**config.mk**
```make
export PLATFORM = sky130hd
export DESIGN_NAME = idata_bitmem
export DESIGN_NICKNAME = d
export VERILOG_FILES = /design/src/rtl/idm_pkg.sv /design/src/rtl/idm_decode.sv /design/src/rtl/idm_merge.sv /design/src/rtl/idm_ram.sv /design/src/rtl/idata_bitmem.sv
export SDC_FILE = /design/constraint.sdc
export NUM_CORES = 2
export LEC_CHECK = 0
export BUFFER_PORTS_ARGS = -buffer_cell sky130_fd_sc_hd__buf_2
export CAP_MARGIN = 20
export CORE_AREA = 2 2 485 487
export DETAILED_ROUTE_END_ITERATION = 10
export DIE_AREA = 0 0 487 489
export GPL_TIMING_DRIVEN = 0
export HOLD_SLACK_MARGIN = 0.03
export PLACE_DENSITY = 0.56
export SETUP_SLACK_MARGIN = 0.4
export SYNTH_ARGS = -nofsm -noshare
export SYNTH_HDL_FRONTEND = slang
export SYNTH_HIERARCHICAL = 1
export SYNTH_SLANG_ARGS = --single-unit
```
**constraint.sdc**
```tcl
create_clock -name clk -period 6.68 [get_ports clk]
set_input_delay 0.334 -clock clk [delete_from_list [all_inputs] [get_ports clk]]
set_output_delay 0.334 -clock clk [all_outputs]
set_load 0.02 [all_outputs]
```
**src/rtl/idm_pkg.sv**
```systemverilog
package idm_pkg;
    localparam int DW      = 8;
    localparam int AW      = 8;
    localparam int BIW     = $clog2(DW);
    localparam int WIN_W   = AW - 1 - BIW;
    localparam int DEPTH   = 1 << AW;
    localparam logic [AW-WIN_W-1:0] BIT_WIN_BASE = 4'h2;

    typedef enum logic {
        PH_IDLE  = 1'b0,
        PH_MERGE = 1'b1
    } phase_e;

    typedef struct packed {
        phase_e          phase;
        logic [AW-1:0]   tgt;
        logic [BIW-1:0]  bidx;
        logic            tsfr;
        logic            wbit;
        logic [DW-1:0]   held;
        logic [DW-1:0]   rdata;
        logic            rvalid;
    } idm_state_t;
endpackage

```
**src/rtl/idm_decode.sv**
```systemverilog
module idm_decode
    import idm_pkg::*;
(
    input  logic            acc_bit,
    input  logic            indirect,
    input  logic [AW-1:0]   addr,
    output logic [AW-1:0]   tgt,
    output logic [BIW-1:0]  bidx,
    output logic            to_sfr
);
    always_comb begin
        if (acc_bit) begin
            bidx = addr[BIW-1:0];
            if (addr[AW-1]) begin
                tgt    = {addr[AW-1:BIW], {BIW{1'b0}}};
                to_sfr = 1'b1;
            end else begin
                tgt    = {BIT_WIN_BASE, addr[AW-2:BIW]};
                to_sfr = 1'b0;
            end
        end else begin
            bidx   = '0;
            tgt    = addr;
            to_sfr = !indirect && addr[AW-1];
        end
    end
endmodule

```
**src/rtl/idm_merge.sv**
```systemverilog
module idm_merge
    import idm_pkg::*;
(
    input  logic [DW-1:0]   old_byte,
    input  logic [BIW-1:0]  bidx,
    input  logic            nbit,
    output logic [DW-1:0]   new_byte
);
    for (genvar i = 0; i < DW; i++) begin : g_bit
        assign new_byte[i] = (bidx == BIW'(i)) ? nbit : old_byte[i];
    end
endmodule

```
**src/rtl/idm_ram.sv**
```systemverilog
module idm_ram
    import idm_pkg::*;
(
    input  logic            clk,
    input  logic            we,
    input  logic [AW-1:0]   waddr,
    input  logic [DW-1:0]   wdata,
    input  logic [AW-1:0]   raddr,
    output logic [DW-1:0]   rdata
);
    logic [DW-1:0] mem [DEPTH];

    always_ff @(posedge clk) begin
        if (we) mem[waddr] <= wdata;
    end

    assign rdata = mem[raddr];
endmodule

```
**src/rtl/idata_bitmem.sv**
```systemverilog
module idata_bitmem
    import idm_pkg::*;
(
    input  logic            clk,
    input  logic            rst_n,
    input  logic            req,
    input  logic            acc_bit,
    input  logic            we,
    input  logic            indirect,
    input  logic [AW-1:0]   addr,
    input  logic [DW-1:0]   wdata,
    output logic [DW-1:0]   rdata,
    output logic            rvalid,
    output logic            busy,
    output logic [AW-1:0]   sfr_addr,
    output logic            sfr_rd,
    output logic            sfr_wr,
    output logic [DW-1:0]   sfr_wdata,
    input  logic [DW-1:0]   sfr_rdata,
    input  logic            sfr_ack
);
    idm_state_t q, d;

    logic [AW-1:0]  dec_tgt;
    logic [BIW-1:0] dec_bidx;
    logic           dec_sfr;
    logic [DW-1:0]  ram_rd, merged, src_byte, wr_byte;
    logic [AW-1:0]  wr_addr;
    logic           ram_we, accept, in_merge;

    idm_decode u_dec (
        .acc_bit (acc_bit),
        .indirect(indirect),
        .addr    (addr),
        .tgt     (dec_tgt),
        .bidx    (dec_bidx),
        .to_sfr  (dec_sfr)
    );

    idm_merge u_mrg (
        .old_byte(q.held),
        .bidx    (q.bidx),
        .nbit    (q.wbit),
        .new_byte(merged)
    );

    idm_ram u_ram (
        .clk  (clk),
        .we   (ram_we),
        .waddr(wr_addr),
        .wdata(wr_byte),
        .raddr(dec_tgt),
        .rdata(ram_rd)
    );

    always_comb begin
        d        = q;
        in_merge = (q.phase == PH_MERGE);
        accept   = req && !in_merge;
        src_byte = dec_sfr ? (sfr_ack ? sfr_rdata : '0) : ram_rd;

        sfr_addr  = in_merge ? q.tgt : dec_tgt;
        sfr_rd    = accept && dec_sfr && (!we || acc_bit);
        wr_byte   = in_merge ? merged : wdata;
        wr_addr   = in_merge ? q.tgt : dec_tgt;
        sfr_wdata = wr_byte;
        if (in_merge) begin
            sfr_wr = q.tsfr && sfr_ack;
            ram_we = !q.tsfr;
        end else begin
            sfr_wr = accept && dec_sfr && we && !acc_bit && sfr_ack;
            ram_we = accept && !dec_sfr && we && !acc_bit;
        end

        d.rvalid = accept && !we;
        if (accept && !we) begin
            d.rdata = acc_bit ? {{(DW-1){1'b0}}, src_byte[dec_bidx]} : src_byte;
        end

        if (in_merge) begin
            d.phase = PH_IDLE;
        end else if (accept && acc_bit && we) begin
            d.phase = PH_MERGE;
            d.tgt   = dec_tgt;
            d.bidx  = dec_bidx;
            d.tsfr  = dec_sfr;
            d.wbit  = wdata[0];
            d.held  = src_byte;
        end
    end

    always_ff @(posedge clk) begin
        if (!rst_n) q <= '0;
        else        q <= d;
    end

    assign rdata  = q.rdata;
    assign rvalid = q.rvalid;
    assign busy   = (q.phase == PH_MERGE);
endmodule

```
=== Word level (Yosys, flattened, before mapping) ===
Memory sizes are Yosys's and may differ from the RTL's.
Cells that the tools add are included.

* Order comparisons: 1
* Eq/ne operators: 7
* Multiplexer cells: 25
* Bitwise logic cells: 2
* Reductions and logical operators: 24

{| class="wikitable"
|+ Operators with widths
! operator !! count
|-
| 8-bit 2-to-1 mux || 7
|-
| 22-bit 2-to-1 mux || 1
|-
| 1-bit 2-to-1 mux || 15
|-
| 1-bit logical AND || 14
|-
| 3-bit == test (second input constant) || 4
|-
| 3-bit by 2-bit == test with 1-bit output (second input constant) || 2
|-
| 1-bit zero test || 6
|-
| 3-bit by 4-bit < comparator with 1-bit output (second input constant) || 1
|-
| 1-bit binary-select mux with 3-bit select || 1
|-
| 3-bit by 1-bit == test with 1-bit output (second input constant) || 1
|-
| 3-bit zero test || 1
|-
| 3-bit 2-to-1 mux || 1
|-
| 1-bit inverter || 2
|-
| 2-bit AND reduction || 1
|-
| 2-bit OR reduction || 1
|-
| 1-bit logical OR || 1
|}

* Register bits after elaboration: 31
* RAM bits: 2048
* Bits of input ports: 31
* Word-level logic and storage cells: 68
* Memories kept: 1

{| class="wikitable"
|+ Memories
! memory !! depth !! bits a word !! read ports !! clocked after memory_dff !! wr ports !! line !! source
|-
| u_ram.mem || 256 || 8 || 1 || 0 || 1 || idm_ram.sv:11 || <nowiki>logic [DW-1:0] mem [DEPTH];</nowiki>
|}

=== Depth between registers and ports, before layout ===
* Depth in word-level cells: 10
* Mapped depth: 18

=== Modules after synthesis ===
Netlist, hierarchy kept.

{| class="wikitable"
|+ Modules (own cells, without submodules)
! module !! times used !! cells each !! area each (µm²) !! seq. area each (µm²)
|-
| idm_ram || 1 || 3725 || 79396.1 || 61499.0
|-
| idata_bitmem || 1 || 199 || 1580.3 || 620.6
|-
| idm_merge || 1 || 16 || 145.1 || 0.0
|-
| idm_decode || 1 || 20 || 120.1 || 0.0
|}

=== Worst setup path after synthesis ===
OpenSTA, ideal clock, no wires.

* Path type: in2reg
* Start point: in addr[7]
* End point: reg q (netlist bit rdata[0])
* Data arrival time: 3.382 ns
* Path slack: 3.161 ns
* Stages on the path: 16
* Cells stage by stage: nand2b_2 -> o22ai_1 -> buf_6 -> buf_12 -> buf_8 -> buf_2 -> mux4_2 -> a22oi_1 -> a21oi_1 -> nor4_1 -> nor4_1 -> nor2b_1 -> a21oi_1 -> a21oi_1 -> a311oi_1 -> o311ai_1

* Cells in the longest elaborated chain, start to end: 7
* Elaborated cells between the ends (all ways): 10
* Classes of those cells: 8 x mux; 1 x reduce/logical; 1 x memory

{| class="wikitable"
|+ Ends and longest elaborated chain
! element !! line !! source
|-
| start: declaration || idata_bitmem.sv:10 || <nowiki>input logic [AW-1:0] addr,</nowiki>
|-
| 8-bit 2-to-1 mux || idm_decode.sv:14 || <nowiki>if (addr[AW-1]) begin</nowiki>
|-
| 8-bit 2-to-1 mux || idm_decode.sv:12 || <nowiki>if (acc_bit) begin</nowiki>
|-
| via dec_tgt[0] || idata_bitmem.sv:24 || <nowiki>logic [AW-1:0] dec_tgt;</nowiki>
|-
| memory read 256 x 8 bit || -- ||
|-
| via ram_rd[1] || idata_bitmem.sv:27 || <nowiki>logic [DW-1:0] ram_rd, merged, src_byte, wr_byte;</nowiki>
|-
| 8-bit 2-to-1 mux || idata_bitmem.sv:60 || <nowiki>src_byte = dec_sfr ? (sfr_ack ? sfr_rdata : '0) : ram_rd;</nowiki>
|-
| 1-bit binary-select mux with 3-bit select || idata_bitmem.sv:77 || <nowiki>d.rdata = acc_bit ? {{(DW-1){1'b0}}, src_byte[dec_bidx]} : src_byte;</nowiki>
|-
| 1-bit 2-to-1 mux (not written as such) || idata_bitmem.sv:77 ||
|-
| 8-bit 2-to-1 mux || idata_bitmem.sv:77 ||
|-
| end signal: assignment || idata_bitmem.sv:93 || <nowiki>if (!rst_n) q <= '0;</nowiki>
|-
| end signal: assignment || idata_bitmem.sv:94 || <nowiki>else q <= d;</nowiki>
|-
| end: declaration || idata_bitmem.sv:22 || <nowiki>idm_state_t q, d;</nowiki>
|}

The timed path passes the listed nets, and every way through them passes these cells. The select of a mux whose other input is x is not followed.
A chain may end at the register's enable or synchronous reset.

=== Worst setup path in the final report ===
* Start point: in addr[7]
* End point: reg q (netlist bit rdata[2])

* Cells in the longest elaborated chain, start to end: 5
* Elaborated cells between the ends (all ways): 8
* Classes of those cells: 6 x mux; 1 x reduce/logical; 1 x memory

{| class="wikitable"
|+ Ends and longest elaborated chain
! element !! line
|-
| 8-bit 2-to-1 mux || idm_decode.sv:14
|-
| 8-bit 2-to-1 mux || idm_decode.sv:12
|-
| via dec_tgt[3] || idata_bitmem.sv:24
|-
| memory read 256 x 8 bit || --
|-
| via ram_rd[2] || idata_bitmem.sv:27
|-
| 8-bit 2-to-1 mux || idata_bitmem.sv:60
|-
| 8-bit 2-to-1 mux || idata_bitmem.sv:77
|}

The timed path passes the listed nets, and every way through them passes these cells.

==> out/metrics.csv <==
metric;value;unit
cp_data_required_time;7.48;ns
rsz0062_at_grt;false;
synth-xor-area-share;0;
ys.flop_type;edfxtp_1;
dieArea;238000;sq um
hpwl;174000;um
ir_worst_vdd;0.240;mV
post_cts_buffers;0;
post-synth-top-count-cell;edfxtp_1;
grt_max_degree;134;
setup_tns;0;ns
drt_wl_total;258000;um
netlist_instances;3960;
ant_nets;0;
path_class;in -> reg;
netlist_top_cells_count;2048 x edfxtp_1, 454 x mux4_2, 300 x nor2_1, 136 x a22oi_1, 134 x mux2i_1;
crit_top_cell;buf_2;
cts_sinks;2079;
route.detailed.drc;0;
min_period;6.48;ns
yosys_register_bits;2079;
drive_gt1_frac;0.231;
critPathTopFamily;buffers and inverters;
n_fill_cell;20700;
seq_area_frac_synth;0.765;
syn_nets;3991;
die_h;489;um
start_util;0.348;
maxCapViolations;0;
synth.avg_cell_area;20.5;sq um
end_kind;flip-flop;
core_area;234000;sq um
post-route-cell-area;93400;sq um
worst-path-max-fanout;10;
viasPerCell;5.83;
wl_per_cell;34.1;um
ys_warn_count;6;
synth_compound_area_frac;0.0370;
grt_pass1_wl;350000;um
final_net_count;4346;
cts.reportedPaths.clkPinSlew;0.06;ns
dpl_cell_area;86400;sq um
yosys.area_share.simple;0.0316;
synth_top_area_cell;edfxtp_1;
synth_top_family_by_area;multiplexers;
finalHoldViolations;0;
place_congestion;0.917;
crit_slowest_cell;clkdlybuf4s15_1;
cts_buffer_depth;3;
cpPeakStageDelay;0.90;ns
netlist_area;81200;sq um
finalClockSkew;0.0558;ns
whs;0.132;ns
violations;max-slew violations;
slew_headroom;-0.0957;
track_usage;0.213;
dr.pass1.iters;6;
synth-async-reset-ratio;0;
synth_top_area_share;0.757;
p_leak;0.0284;uW
r2r_slack;1.27;ns
setup_viol;0;
ctsHtreeMaxLevel;4;
synth.area.top_cells;edfxtp_1 76%, mux4_2 13%, mux2i_1 1.7%;
placed_cells;7126;
num_vias;44100;
std_cell_rows;178;
status;finished with violations;
worst_slew_pin_slew;1.64;ns
die_w;487;um
grt_overflow;0;
grt_pass1_vias;42600;
cts_tree;built;
clk_latency;0.87;ns
start_kind;input pin;
cp_num_buf_inv;6;
pin_count;59;
antenna_found_initial;11;
synth_mux_area_frac;0.147;
cts_root_buffer;clkbuf_16;
slew_violations;2;
path_cells;dlygate4sd3_1 -> buf_2 -> nand2b_2 -> mux2_4 -> buf_2 -> buf_2 -> clkdlybuf4s15_1 -> nor2b_1 -> o221ai_1 -> nor2_1 -> nor4_1 -> nor4_2 -> nand2b_1 -> nand2_1 -> a22oi_1 -> dlygate4sd3_1 -> nor2_1;
final.period_utilization;0.969;
critPathArrivalTime;7.27;ns
portBuffers;58;
synth-edff-count;2048;
synth-adder-area-share;0;
syn_to_final_growth;14.9;%
hp-class;in -> reg;
fmax;154;MHz
synth.distinct_cells;64;
cts_buffers;212;
drt_iter0_markers;6160;
power_density;301;nW/um^2
instances_no_fill;7559;
## cell type report
type	instances	area, sq um	share of cell area
antenna	9	22.5	0.000241
timing repair buffer	141	1460	0.0156
buffer	255	1620	0.0173
multi-input combinational	1613	17600	0.189
clock buffer	267	5580	0.0597
inverter	13	48.8	0.000523
tap	3060	3830	0.0410
clock inverter	122	1060	0.0114
sequential	2079	62100	0.665
## state kept, by name, indices dropped and copies added (netlist names)
name       count
q             21
rvalid         1
busy           1
rdata          8
u_ram/mem   2048
## through the flow
| step | setup WS [ns] | utilization | total power [uW] |
|---|---|---|---|
| 2_1_floorplan | 3.16 | - | 15800 |
| 3_3_place_gp | -1.38 | 0.365 | 16800 |
| 3_5_place_dp | 0.247 | 0.370 | 16800 |
| 4_1_cts | 0.562 | 0.399 | 28200 |
| 5_1_grt | 0.411 | 0.400 | 28800 |
| 6_report | 0.205 | 0.400 | 28100 |
## cell usage in the layout, fill, tap and decap left out, types with 46 or more instances in the layout
cell type  synthesis  routed
o221ai_1          46      46
clkbuf_16          0     215
buf_2             37     105
mux4_2           454     454
a21oi_1          123     123
a22oi_1          136     136
edfxtp_1        2048    2048
clkinv_1           1      50
nor2_1           300     300
nand2_1           69      69
clkbuf_1         116     146
mux2i_1          134     134
## power by group
part	total, uW	switching [uW]	leakage, uW	internal (uW)
Sequential	14400	6.57	0.0187	14400
Clock	11500	5050	0.00324	6410
Combinational	2220	1520	0.00651	699
## metal layers
metal,vias to the layer above,share of wire,global-route usage
met5,-,0.000047,0
met4,2,0.042,0.0826
met3,481,0.11,0.0587
met2,2576,0.46,0.332
met1,23800,0.39,0.285
li1,17200,-,-
## worst paths after layout
kind | startpoint | to | depth (start not counted)
worst max register to register | busy | u_ram/mem[142][4] | 8
worst min register to register | q[29] | q[29] | 2
worst min-delay path | sfr_rdata[0] | q[9] | 4
worst max-delay path | addr[7] | rdata[2] | 17
## worst register-to-register path, cell delays in order, from the launching register on
cell and delay, ns:
dfxtp_1 0.42, buf_1 0.56, mux2_2 0.54, clkbuf_1 0.35, nor2b_1 0.19, clkbuf_1 0.40, nand4_1 0.71, clkbuf_2 0.78
nor2_1 1.06
## timing repair
item | in CTS | in global routing
endpoints found under the hold margin | 26 | 0
gates resized for setup | 0 | 7
hold buffers | 29 | 0
endpoints found under the setup margin | 0 | 1
## cell families (layout without fill, tap and decap cells)
family | count (synthesis) | in the layout
AO/OA/AOI/OAI | 433 | 433
buffers and inverters | 268 | 798
flip-flops | 2079 | 2079
multiplexers | 617 | 617
other | 0 | 9
AND/OR/NAND/NOR | 563 | 563
Power figures use the tool's default switching activity.
